$ cat src/rtl/lane_band_pkg.sv
package lane_band_pkg;
  localparam int unsigned N_ENTRIES = 63;
  localparam int unsigned IDX_W     = $clog2(N_ENTRIES);
  localparam int unsigned BAND_W    = 7;
  localparam int unsigned DDL_W     = 9;
  localparam int unsigned ENT_W     = 12;
  localparam int unsigned MIN_MBPS  = 80;

  typedef enum logic [1:0] {ST_IDLE, ST_WALK, ST_DONE} walk_state_t;

  // Rate of entry i: four spacing segments.
  function automatic logic [ENT_W-1:0] entry_rate(int unsigned i);
    int unsigned r;
    if (i < 12)      r = 80  + 10 * i;
    else if (i < 16) r = 205 + 15 * (i - 12);
    else if (i < 20) r = 275 + 25 * (i - 16);
    else             r = 400 + 50 * (i - 20);
    return ENT_W'(r);
  endfunction

  function automatic logic [BAND_W-1:0] entry_band(int unsigned i);
    logic [7:0] b;
    case (i)
      0: b = 8'h00;  1: b = 8'h10;  2: b = 8'h20;  3: b = 8'h30;
      4: b = 8'h01;  5: b = 8'h11;  6: b = 8'h21;  7: b = 8'h31;
      8: b = 8'h02;  9: b = 8'h12; 10: b = 8'h22; 11: b = 8'h32;
     12: b = 8'h03; 13: b = 8'h13; 14: b = 8'h23; 15: b = 8'h33;
     16: b = 8'h04; 17: b = 8'h14; 18: b = 8'h25; 19: b = 8'h35;
     20: b = 8'h05; 21: b = 8'h16; 22: b = 8'h26; 23: b = 8'h37;
     24: b = 8'h07; 25: b = 8'h18; 26: b = 8'h28; 27: b = 8'h39;
     28: b = 8'h09; 29: b = 8'h19; 30: b = 8'h29; 31: b = 8'h3a;
     32: b = 8'h0a; 33: b = 8'h1a; 34: b = 8'h2a; 35: b = 8'h3b;
     36: b = 8'h0b; 37: b = 8'h1b; 38: b = 8'h2b; 39: b = 8'h3c;
     40: b = 8'h0c; 41: b = 8'h1c; 42: b = 8'h2c; 43: b = 8'h3d;
     44: b = 8'h0d; 45: b = 8'h1d; 46: b = 8'h2e; 47: b = 8'h3e;
     48: b = 8'h0e; 49: b = 8'h1e; 50: b = 8'h1f; 51: b = 8'h3f;
     52: b = 8'h0f;
      default: b = 8'(8'h40 + (i - 53));
    endcase
    return b[BAND_W-1:0];
  endfunction

  function automatic logic [DDL_W-1:0] entry_ddl(int unsigned i);
    int unsigned d;
    case (i)
      43: d = 303; 44: d = 313; 45: d = 323; 46: d = 333; 47: d = 342;
      48: d = 352; 49: d = 362; 50: d = 372; 51: d = 381; 52: d = 391;
      53: d = 401;
      default: d = (i <= 42) ? 489 : 411;
    endcase
    return DDL_W'(d);
  endfunction
endpackage

$ cat src/rtl/lane_band_rom.sv
module lane_band_rom
  import lane_band_pkg::*;
(
  input  logic [IDX_W-1:0]  idx,
  output logic [ENT_W-1:0]  ent_rate,
  output logic [BAND_W-1:0] ent_band,
  output logic [DDL_W-1:0]  ent_ddl
);
  logic [ENT_W-1:0]  tab_rate [N_ENTRIES];
  logic [BAND_W-1:0] tab_band [N_ENTRIES];
  logic [DDL_W-1:0]  tab_ddl  [N_ENTRIES];

  for (genvar g = 0; g < N_ENTRIES; g++) begin : g_ent
    assign tab_rate[g] = entry_rate(g);
    assign tab_band[g] = entry_band(g);
    assign tab_ddl[g]  = entry_ddl(g);
  end

  always_comb begin
    if (int'(idx) < N_ENTRIES) begin
      ent_rate = tab_rate[idx];
      ent_band = tab_band[idx];
      ent_ddl  = tab_ddl[idx];
    end else begin
      ent_rate = '1;
      ent_band = '0;
      ent_ddl  = '0;
    end
  end
endmodule

$ cat src/rtl/lane_band_cfgcode.sv
module lane_band_cfgcode #(
  parameter int unsigned MHZ_W = 8,
  parameter int unsigned CFG_W = 6
) (
  input  logic [MHZ_W-1:0] mhz,
  output logic [CFG_W-1:0] code
);
  localparam int unsigned FULL_W = MHZ_W + 2;
  logic [FULL_W-1:0] full;

  always_comb begin
    full = ({2'b00, mhz} - FULL_W'(17)) << 2;
    code = full[CFG_W-1:0];
  end
endmodule

$ cat src/rtl/lane_band_walker.sv
module lane_band_walker
  import lane_band_pkg::*;
#(
  parameter int unsigned RATE_W   = 12,
  parameter int unsigned MAX_MBPS = 2500
) (
  input  logic              clk,
  input  logic              rst_n,
  input  logic              req_valid,
  input  logic [RATE_W-1:0] req_rate,
  output logic              idle,
  output logic              accept,
  output logic              done,
  output logic              err,
  output logic [BAND_W-1:0] band,
  output logic [DDL_W-1:0]  ddl
);
  localparam logic [IDX_W-1:0] LAST = IDX_W'(N_ENTRIES - 1);

  walk_state_t       state;
  logic [IDX_W-1:0]  idx;
  logic [RATE_W-1:0] tgt;
  logic              have_prev;
  logic [RATE_W-1:0] prev_rate;
  logic [BAND_W-1:0] prev_band;
  logic [DDL_W-1:0]  prev_ddl;
  logic [ENT_W-1:0]  ent_rate;
  logic [BAND_W-1:0] ent_band;
  logic [DDL_W-1:0]  ent_ddl;
  logic [RATE_W-1:0] cur_rate;
  logic              out_of_range;
  logic              pick_prev;

  lane_band_rom u_rom (
    .idx      (idx),
    .ent_rate (ent_rate),
    .ent_band (ent_band),
    .ent_ddl  (ent_ddl)
  );

  assign idle         = (state == ST_IDLE);
  assign done         = (state == ST_DONE);
  assign accept       = idle && req_valid;
  assign cur_rate     = RATE_W'(ent_rate);
  assign out_of_range = (req_rate < RATE_W'(MIN_MBPS)) || (req_rate > RATE_W'(MAX_MBPS));
  assign pick_prev    = have_prev && ((tgt - prev_rate) <= (cur_rate - tgt));

  always_ff @(posedge clk) begin
    if (!rst_n) begin
      state     <= ST_IDLE;
      idx       <= '0;
      tgt       <= '0;
      have_prev <= 1'b0;
      prev_rate <= '0;
      prev_band <= '0;
      prev_ddl  <= '0;
      err       <= 1'b0;
      band      <= '0;
      ddl       <= '0;
    end else begin
      case (state)
        ST_IDLE: if (accept) begin
          tgt       <= req_rate;
          idx       <= '0;
          have_prev <= 1'b0;
          err       <= out_of_range;
          band      <= '0;
          ddl       <= '0;
          state     <= out_of_range ? ST_DONE : ST_WALK;
        end
        ST_WALK: begin
          if (cur_rate >= tgt) begin
            band  <= pick_prev ? prev_band : ent_band;
            ddl   <= pick_prev ? prev_ddl  : ent_ddl;
            state <= ST_DONE;
          end else if (idx == LAST) begin
            err   <= 1'b1;
            state <= ST_DONE;
          end else begin
            idx       <= idx + 1'b1;
            have_prev <= 1'b1;
            prev_rate <= cur_rate;
            prev_band <= ent_band;
            prev_ddl  <= ent_ddl;
          end
        end
        default: state <= ST_IDLE;
      endcase
    end
  end
endmodule

$ cat src/rtl/lane_band_sel.sv
module lane_band_sel
  import lane_band_pkg::*;
#(
  parameter int unsigned RATE_W   = 12,
  parameter int unsigned MHZ_W    = 8,
  parameter int unsigned CFG_W    = 6,
  parameter int unsigned MAX_MBPS = 2500
) (
  input  logic              clk,
  input  logic              rst_n,
  input  logic              req_valid,
  output logic              req_ready,
  input  logic [RATE_W-1:0] req_rate,
  input  logic [MHZ_W-1:0]  req_cfg_mhz,
  output logic              rsp_valid,
  output logic              rsp_error,
  output logic [6:0]        rsp_band,
  output logic [8:0]        rsp_ddl,
  output logic [CFG_W-1:0]  rsp_cfg_code
);
  logic             accept;
  logic [CFG_W-1:0] cfg_next;

  lane_band_walker #(.RATE_W(RATE_W), .MAX_MBPS(MAX_MBPS)) u_walk (
    .clk       (clk),
    .rst_n     (rst_n),
    .req_valid (req_valid),
    .req_rate  (req_rate),
    .idle      (req_ready),
    .accept    (accept),
    .done      (rsp_valid),
    .err       (rsp_error),
    .band      (rsp_band),
    .ddl       (rsp_ddl)
  );

  lane_band_cfgcode #(.MHZ_W(MHZ_W), .CFG_W(CFG_W)) u_cfg (
    .mhz  (req_cfg_mhz),
    .code (cfg_next)
  );

  always_ff @(posedge clk) begin
    if (!rst_n)      rsp_cfg_code <= '0;
    else if (accept) rsp_cfg_code <= cfg_next;
  end
endmodule

$ cat config.mk
export PLATFORM = sky130hd
export DESIGN_NAME = lane_band_sel
export DESIGN_NICKNAME = d
export VERILOG_FILES = /design/src/rtl/lane_band_pkg.sv /design/src/rtl/lane_band_rom.sv /design/src/rtl/lane_band_cfgcode.sv /design/src/rtl/lane_band_walker.sv /design/src/rtl/lane_band_sel.sv
export SDC_FILE = /design/constraint.sdc
export NUM_CORES = 1
export LEC_CHECK = 0
export BUFFER_PORTS_ARGS = -buffer_cell sky130_fd_sc_hd__buf_2
export CAP_MARGIN = 20
export CORE_MARGIN = 10
export CORE_UTILIZATION = 55
export CTS_CLUSTER_SIZE = 30
export DETAILED_ROUTE_END_ITERATION = 10
export PLACE_DENSITY = 0.74
export SLEW_MARGIN = 0
export SYNTH_ARGS = -nofsm -noshare
export SYNTH_HDL_FRONTEND = slang
export SYNTH_HIERARCHICAL = 1
export SYNTH_SLANG_ARGS = --single-unit
$ cat constraint.sdc
create_clock -name clk -period 7.2 [get_ports clk]
set_input_delay 0.72 -clock clk [delete_from_list [all_inputs] [get_ports clk]]
set_output_delay 0.72 -clock clk [all_outputs]
set_load 0.05 [all_outputs]
==> impl_metrics.yaml, run 1 <==
critical_path:
  endpoint_kind: "flip-flop"
  slowest_stage: "dfxtp_1"
  crit_path_max_incr_delay_ns: 0.84
  crit_path_start_kind: "flip-flop"
  crit_arrival_ns: 6.65
  crit_path_max_fanout: 22
  worst_ep_required_time_ns: 7.42
  path_cells: "inv_1 > ha_1 > inv_1 > o22ai_1 > nand2_1 > a32o_1 > ha_1 > nor2b_1 > o21ai_0 > a21oi_1 > o41a_1 > a2111oi_0 > nor3_1 > ha_1 > nand4_1 > nor2_1 > a221o_1 > o21ai_4 > mux2i_1 > o2bb2ai_1"
  crit_path_frequent_cell: "ha_1"
  timing_worst_setup_path_type: "flip-flop to flip-flop"
detailed_routing:
  dr.pass1.iters: 6
  route.detailed.drc: 0
  wirelength_mm: 15.39
  drt_iter0_markers: 612
  drtAntennaViolNets: 0
  vias: 5422
  viasPerCell: 6.127
  wl_per_cell_um: 17.39
global_routing:
  grt_max_degree: 66
  grt_pass1_vias: 5135
  antenna_found_initial: 0
  grt_use_total: 0.1984
  grt_first_pass_wirelength_mm: 24.83
  overflow: 0
synth:
  synth_area_leaders: "dfxtp_1, ha_1, mux2i_1, nor2b_1, nand2_1"
  synth_top_area_frac: 0.2428
  yosys_warnings: 6
  postSynthAreaPerCell_um2: 8.176
  synth_flop_cell: "dfxtp_1"
  synth_edf_count: 0
  synth_common_cells: "dfxtp_1, nand2_1, nor2b_1, mux2i_1, ha_1"
  syn_inst: 726
  synth_seq_cells: 72
  yosysSeqAreaShare: 0.2428
  yosysMostFrequentCell: "dfxtp_1"
  synth_cell_types: 78
  synth_area_mm2: 0.005936
  yosys.area.top_type: "dfxtp_1"
  synthArstFlopShare: 0
clock_tree:
  cts_setup_buffers: 0
  hold_buffers: 0
  tritoncts: "built"
  cts_repair_resize_count: 0
  clockRootBuffer: "clkbuf_8"
  numClockSinks: 72
  cts_buffer_depth: 2
  clk_latency_ns: 0.37
  cts_buffers: 9
  cts_max_level: 3
  clk_pin_slew_ns: 0.08
timing:
  timing.fmax_mhz: 155.4
  fin_tns_setup_ns: 0
  tightest_slew_ns: 0.8112
  period_minus_slack_ns: 6.434
  finalSetupViolations: 0
  fin_skew_ns: 0.01724
  fin_crit_sh: 0.8936
  rsz0062_at_grt: "no"
  slew_headroom: 0.4579
  hold_violations: 0
  drv_slew: 0
layout:
  antenna_cells: 0
  syn_to_final_growth_pct: 7.610
  stdcell_area_mm2: 0.006387
  nets: 820
  final_layout_size_suffix_gt1_frac: 0.1162
die:
  io_pins: 48
  fp-row-count: 37
  die_area_mm2: 0.01535
  chipHeight_um: 123.9
  core_area_mm2: 0.01042
  fp.dieW_um: 123.9
  initial_utilization: 0.5698
outcome:
  status: "completed"
worst_hold_path:
  min_path_type: "flip-flop to flip-flop"
placed_design:
  io_buffers: 43
  hpwlAfterDp_mm: 11.01
  place_congestion: 0.9546
  dpl_cell_area_mm2: 0.006135
job:
  drv_cap: 0
power_and_ir_drop:
  peakVddDrop_mv: 0.1139
  power_density_mw_per_mm2: 181.6
  p_leak_nw: 2.688
[worst max-delay path, delay by kind of cell (launching register included)]
| family | cells | cell delay, ns |
|---|---|---|
| DFF | 1 | 0.84 |
| muxes | 1 | 0.32 |
| and+or+nand+nor | 5 | 0.54 |
| buffers and inverters | 2 | 0.59 |
| AOI/OAI and AO/OA | 9 | 2.83 |
| adders and majority gates | 3 | 1.17 |
[through the flow]
stage | util | hold slack [ns] | setup slack, ns | instances | total power [mW]
after CTS | 0.6132 | 0.4663 | 0.8922 | 885 | 1.171
final | 0.6132 | 0.4649 | 0.7660 | 885 | 1.160
after detailed placement | 0.5889 | 0.4410 | 0.9738 | 869 | 0.7523
after floorplan | - | 0.4272 | 2.228 | 727 | 0.6867
after global placement | 0.5889 | 0.4413 | 1.122 | 869 | 0.7403
after global routing | 0.6132 | 0.4865 | 0.4029 | 885 | 1.219
[kinds of logic after synthesis]
group	share of synthesized area
xor gates and xnor gates	0.02951
other	0.0006318
adders and majority gates	0.1178
muxes	0.09886
DFF	0.2428
buffers and inverters	0.07125
and+or+nand+nor	0.2089
AOI/OAI and AO/OA	0.2302
[registers in the layout (all words and copies together), names as in the netlist]
signal,cells
u_walk/have_prev,1
u_walk/band,7
u_walk/prev_ddl,9
u_walk/state,2
u_walk/tgt,12
u_walk/idx,6
rsp_cfg_code,6
u_walk/err,1
u_walk/ddl,9
u_walk/prev_band,7
u_walk/prev_rate,12
[metal layers]
layer / up-vias / part of all wire / global-route usage
met5: - / 0 / 0
met4: 0 / 0.022 / 0.06841
met3: 35 / 0.055 / 0.03846
met2: 177 / 0.50 / 0.3513
met1: 2563 / 0.42 / 0.2335
li1: 2647 / - / -
[area by class of cell]
class / instances / area, um^2
multi-input combinational: 564 / 4075
clock inverter: 6 / 115.1
clock buffer: 10 / 137.6
fill: 933 / 4029
tap: 136 / 170.2
timing repair buffer: 51 / 275.3
sequential: 72 / 1441
inverter: 46 / 172.7
[where the power goes]
part | internal (mW) | switching, mW
Sequential | 0.414 | 0.0139
Combinational | 0.128 | 0.190
Clock | 0.242 | 0.172
[placed cells by master (no fill, tap or decap), drive strengths merged, types with 6 or more instances in the layout]
master	Yosys	final
nand2b	6	6
nor3	15	15
o2bb2ai	17	17
o211ai	12	12
o21ai	31	31
inv	46	47
buf	32	51
a21boi	14	14
clkbuf	13	10
nand2	66	66
nor2b	56	56
mux2i	53	53
o22ai	7	7
dfxtp	72	72
xnor2	10	10
o311ai	6	6
nor2	40	40
nand3	18	18
xor2	10	10
o21a	8	8
a21oi	43	43
ha	51	51
[final timing paths]
| path | from | to | slack [ns] | cells after the start |
|---|---|---|---|---|
| setup / recovery | u_walk/idx[1] | u_walk/band[4] | 0.77 | 20 |
| hold / removal | u_walk/ddl[0] | u_walk/ddl[0] | 0.46 | 1 |
| setup reg to reg | u_walk/idx[1] | u_walk/band[4] | 0.77 | 20 |
| hold reg to reg | u_walk/ddl[0] | u_walk/ddl[0] | 0.46 | 1 |
No activity file was read; power rests on OpenSTA's default activity.
==> run 2, diff against run 1 <==
--- a/config.mk
+++ b/config.mk
@@ -11,7 +11,7 @@
 export CORE_UTILIZATION = 55
 export CTS_CLUSTER_SIZE = 30
 export DETAILED_ROUTE_END_ITERATION = 10
-export PLACE_DENSITY = 0.74
+export PLACE_DENSITY = 0.77
 export SLEW_MARGIN = 0
 export SYNTH_ARGS = -nofsm -noshare
 export SYNTH_HDL_FRONTEND = slang
==> constraint.sdc (replaced) <==
create_clock -name clk -period 5.37 [get_ports clk]
set_input_delay 0.537 -clock clk [delete_from_list [all_inputs] [get_ports clk]]
set_output_delay 0.537 -clock clk [all_outputs]
set_load 0.05 [all_outputs]
==> impl_metrics.yaml, run 2 (synthesized netlist as in run 1, its figures left out) <==
timing:
  slew_headroom: 0.3215
  rsz0062_at_grt: "no"
  fin_skew_ns: 0.01792
  hold_violations: 0
  tightest_slew_ns: 1.018
  period_minus_slack_ns: 5.058
  fin_crit_sh: 0.9419
  fin_tns_setup_ns: 0
  whs_ns: 0.4267
  timing.fmax_mhz: 197.7
  finalSetupViolations: 0
  drv_slew: 0
detailed_routing:
  drtAntennaViolNets: 0
  vias: 5494
  drt_iter0_markers: 600
  wl_per_cell_um: 17.64
  dr.pass1.iters: 5
  viasPerCell: 6.125
  wirelength_mm: 15.82
  route.detailed.drc: 0
critical_path:
  crit_path_start_kind: "flip-flop"
  worst_ep_required_time_ns: 5.60
  critPathCapture: "u_walk/ddl[5]"
  rr_worst_depth: 21
  startpoint: "u_walk/idx[0]"
  endpoint_kind: "flip-flop"
  r2r_slack_ns: 0.31
  crit_arrival_ns: 5.29
  r2r-start: "u_walk/idx[0]"
  regToRegEndpoint: "u_walk/ddl[5]"
  crit_path_max_fanout: 16
  timing_worst_setup_path_type: "flip-flop to flip-flop"
layout:
  antenna_cells: 0
  mostFrequentLayoutCell: "dfxtp_1"
  nFillCells: 910
  nets: 832
  final_cell_mix: "dfxtp_1, nand2_1, nor2b_1, mux2i_1, ha_1"
  multi_input_area_mm2: 0.004094
  regArea_mm2: 0.001443
  syn_to_final_growth_pct: 8.895
  reg_top3: "u_walk/prev_rate x12, u_walk/tgt x12"
  final_layout_size_suffix_gt1_frac: 0.1367
job:
  drv_cap: 0
die:
  core_area_mm2: 0.01042
  io_pins: 48
  die_area_mm2: 0.01535
  initial_utilization: 0.5698
  chipHeight_um: 123.9
  fp-row-count: 37
  fp.dieW_um: 123.9
global_routing:
  grt_pass1_vias: 5270
  antenna_found_initial: 0
  grt_use_total: 0.2067
  grt_first_pass_wirelength_mm: 25.80
  overflow: 0
  grt_max_degree: 66
clock_tree:
  cts_buffers: 9
  hold_buffers: 0
  clockRootBuffer: "clkbuf_8"
  numClockSinks: 72
  cts_buffer_depth: 2
  tritoncts: "built"
  clk_latency_ns: 0.37
  cts_max_level: 3
  clk_pin_slew_ns: 0.09
worst_hold_path:
  min_path_type: "input port to flip-flop"
outcome:
  status: "completed"
power_and_ir_drop:
  finalPower_mw: 1.472
  p_leak_nw: 2.723
  power_density_mw_per_mm2: 227.7
  peakVddDrop_mv: 0.1838
placed_design:
  place_congestion: 0.9291
  hpwlAfterDp_mm: 11.35
  io_buffers: 43
==> run 2: worst min-delay path by stage <==
stage,start,to,depth (start not counted)
finish,req_rate[2],u_walk/tgt[2],3
global route,req_rate[2],u_walk/tgt[2],3
CTS,req_rate[2],u_walk/tgt[2],3
detailed placement,u_walk/band[1],u_walk/band[1],1
global placement,u_walk/ddl[8],u_walk/ddl[8],1
floorplan,u_walk/state[1],u_walk/state[1],1
==> run 2: final cells by class <==
| cell class | count | area share |
|---|---|---|
| repair buffers | 63 | 0.05846 |
| clock buffers | 10 | 0.02129 |
| flip-flops and latches | 72 | 0.2232 |
| inverters | 46 | 0.02671 |
| well taps | 136 | 0.02633 |
| multi-input cells | 564 | 0.6334 |
| clock inverters | 6 | 0.01065 |
==> run 2: layer usage <==
metal | track usage | share of wire | vias to the layer above
met5 | 0 | 0 | -
met4 | 0.06186 | 0.017 | 0
met3 | 0.03710 | 0.054 | 25
met2 | 0.3546 | 0.49 | 185
met1 | 0.2578 | 0.43 | 2623
li1 | - | - | 2661
==> run 2: critical path, cell delays in order (launching register included) <==
cell and delay (ns):
dfxtp_1 0.34, inv_1 0.13, ha_2 0.43, inv_1 0.15
o22ai_1 0.15, nand2_1 0.07, a32o_1 0.30, ha_1 0.30
nor2b_1 0.13, o21ai_0 0.26, a21oi_1 0.14, o41a_1 0.43
and4_1 0.24, nor3_1 0.29, ha_1 0.31, nand4_1 0.11
nor2_1 0.07, a221o_1 0.35, o21ai_4 0.19, buf_12 0.19
mux2i_1 0.23, o2bb2ai_1 0.08
==> run 2: what timing repair did <==
item	in CTS	in global routing
resized for setup	0	7
setup endpoints to repair	0	16
buffers inserted	0	0
==> run 2: power by group <==
part,leakage (nW),total (mW),switching [mW],internal [mW]
clock network,0.0907,0.456,0.229,0.228
logic,2.05,0.443,0.266,0.178
registers,0.585,0.572,0.0163,0.556
total,2.72,1.47,0.511,0.961
==> run 2: stage by stage <==
step | instance area (um^2) | utilization | instances | setup WS (ns)
floorplan | 5939 | - | 727 | 0.3976
global placement | 6237 | 0.5988 | 881 | 0.3829
detailed placement | 6237 | 0.5988 | 881 | 0.2304
CTS | 6444 | 0.6186 | 897 | 0.2100
global route | 6464 | 0.6205 | 897 | 0.02912
finish | 6464 | 0.6205 | 897 | 0.3118
==> run 3, diff against run 2 <==
--- a/config.mk
+++ b/config.mk
@@ -7,6 +7,7 @@
 export LEC_CHECK = 0
 export BUFFER_PORTS_ARGS = -buffer_cell sky130_fd_sc_hd__buf_2
 export CAP_MARGIN = 20
+export CORE_ASPECT_RATIO = 0.75
 export CORE_MARGIN = 10
 export CORE_UTILIZATION = 55
 export CTS_CLUSTER_SIZE = 30
==> impl_metrics.yaml, run 3 (synthesized netlist as in run 1, its figures left out) <==
timing:
  finalSetupViolations: 0
  drv_slew: 0
  rsz0062_at_grt: "no"
  slew_headroom: 0.3255
  timing.fmax_mhz: 197.1
  period_minus_slack_ns: 5.073
  hold_violations: 0
  fin_tns_setup_ns: 0
  tightest_slew_ns: 1.012
  fin_crit_sh: 0.9447
  fin_skew_ns: 0.007046
global_routing:
  grt_first_pass_wirelength_mm: 26.34
  grt_use_total: 0.2078
  grt_pass1_vias: 5188
  overflow: 0
  grt_max_degree: 66
  antenna_found_initial: 0
clock_tree:
  hold_buffers: 0
  cts_setup_buffers: 0
  cts_repair_resize_count: 0
  numClockSinks: 72
  cts_buffer_depth: 2
  clk_pin_slew_ns: 0.06
  tritoncts: "built"
  cts_buffers: 9
  clk_latency_ns: 0.34
  cts_max_level: 3
  clockRootBuffer: "clkbuf_16"
layout:
  nets: 833
  instances_no_fill: 898
  antenna_cells: 0
  nFillCells: 883
  final_layout_size_suffix_gt1_frac: 0.1299
  final_cell_mix: "dfxtp_1, nand2_1, nor2b_1, mux2i_1, ha_1"
  mostFrequentLayoutCell: "dfxtp_1"
  syn_to_final_growth_pct: 11.24
  reg_top3: "u_walk/prev_rate x12, u_walk/tgt x12"
die:
  initial_utilization: 0.5702
  fp-row-count: 32
  io_pins: 48
  chipHeight_um: 110.0
  die_area_mm2: 0.01539
  core_area_mm2: 0.01041
  fp.dieW_um: 140.0
critical_path:
  crit_path_frequent_cell: "ha_1"
  crit_arrival_ns: 5.28
  crit_path_max_fanout: 16
  cp_top_family: "compound AO/OA/AOI/OAI gates"
  slowest_stage: "a2111oi_0"
  worstSetupPathDepth: 21
  cp_num_buf_inv: 3
  endpoint_kind: "flip-flop"
  crit_path_start_kind: "flip-flop"
  timing_worst_setup_path_type: "flip-flop to flip-flop"
  rr_worst_depth: 21
  worst_ep_required_time_ns: 5.57
  crit_path_max_incr_delay_ns: 0.51
  path_cells: "inv_1 > buf_4 > ha_1 > nor2b_1 > o21ba_2 > a211oi_1 > a31oi_1 > ha_1 > o21ai_0 > a21oi_1 > o41a_1 > a2111oi_0 > nor3_1 > ha_1 > nand4_1 > nor2_1 > a221o_1 > o21ai_4 > buf_12 > mux2i_1 > o2bb2ai_1"
power_and_ir_drop:
  peakVddDrop_mv: 0.1910
  p_leak_nw: 2.785
  finalPower_mw: 1.672
  power_density_mw_per_mm2: 253.2
detailed_routing:
  viasPerCell: 6.173
  route.detailed.drc: 0
  vias: 5543
  drtAntennaViolNets: 0
  wirelength_mm: 16.41
  dr.pass1.iters: 7
  wl_per_cell_um: 18.28
  drt_iter0_markers: 505
job:
  drv_cap: 0
placed_design:
  hpwlAfterDp_mm: 12.24
  place_congestion: 1.025
  numPlacedInstances: 882
  io_buffers: 43
outcome:
  status: "completed"
worst_hold_path:
  whs_path_depth: 1
  min_path_type: "flip-flop to flip-flop"
run 3: per-stage QoR:
step / worst slack (ns) / cell area [um^2] / util / hold WS, ns
6_report: 0.2971 / 6603 / 0.6343 / 0.4645
5_1_grt: 0.001375 / 6603 / 0.6343 / 0.4694
4_1_cts: 0.3829 / 6603 / 0.6343 / 0.4631
3_5_place_dp: 0.4795 / 6282 / 0.6035 / 0.4467
3_3_place_gp: 0.5901 / 6282 / 0.6035 / 0.4412
2_1_floorplan: 0.3976 / 5939 / - / 0.4272
run 3: worst paths after layout:
check                   end           start  slack [ns]
max           u_walk/ddl[0]   u_walk/idx[0]        0.30
min          u_walk/band[0]  u_walk/band[0]        0.46
max reg2reg   u_walk/ddl[0]   u_walk/idx[0]        0.30
min reg2reg  u_walk/band[0]  u_walk/band[0]        0.46
run 3: layout make-up:
cell class,count,area [um^2],area share
Clock buffer,10,229.0,0.03468
Clock inverter,6,91.34,0.01383
Inverter,46,172.7,0.02615
Multi-Input combinational cell,564,4075,0.6172
Sequential cell,72,1441,0.2183
Tap cell,136,170.2,0.02577
Timing Repair Buffer,64,422.9,0.06405
run 3: where the power goes:
group	total, mW	internal, mW	switching (mW)	leakage [nW]
sequential	0.575	0.556	0.0184	0.584
combinational	0.446	0.177	0.269	2.06
clock	0.651	0.408	0.243	0.145
total	1.67	1.14	0.530	2.79
run 3: layer usage:
metal / global-route usage / share of wire / wire, um
met1: 0.2862 / 0.47 / 7763
met2: 0.3115 / 0.41 / 6794
met3: 0.05429 / 0.094 / 1550
met4: 0.06544 / 0.018 / 302
met5: 0 / 0 / 0
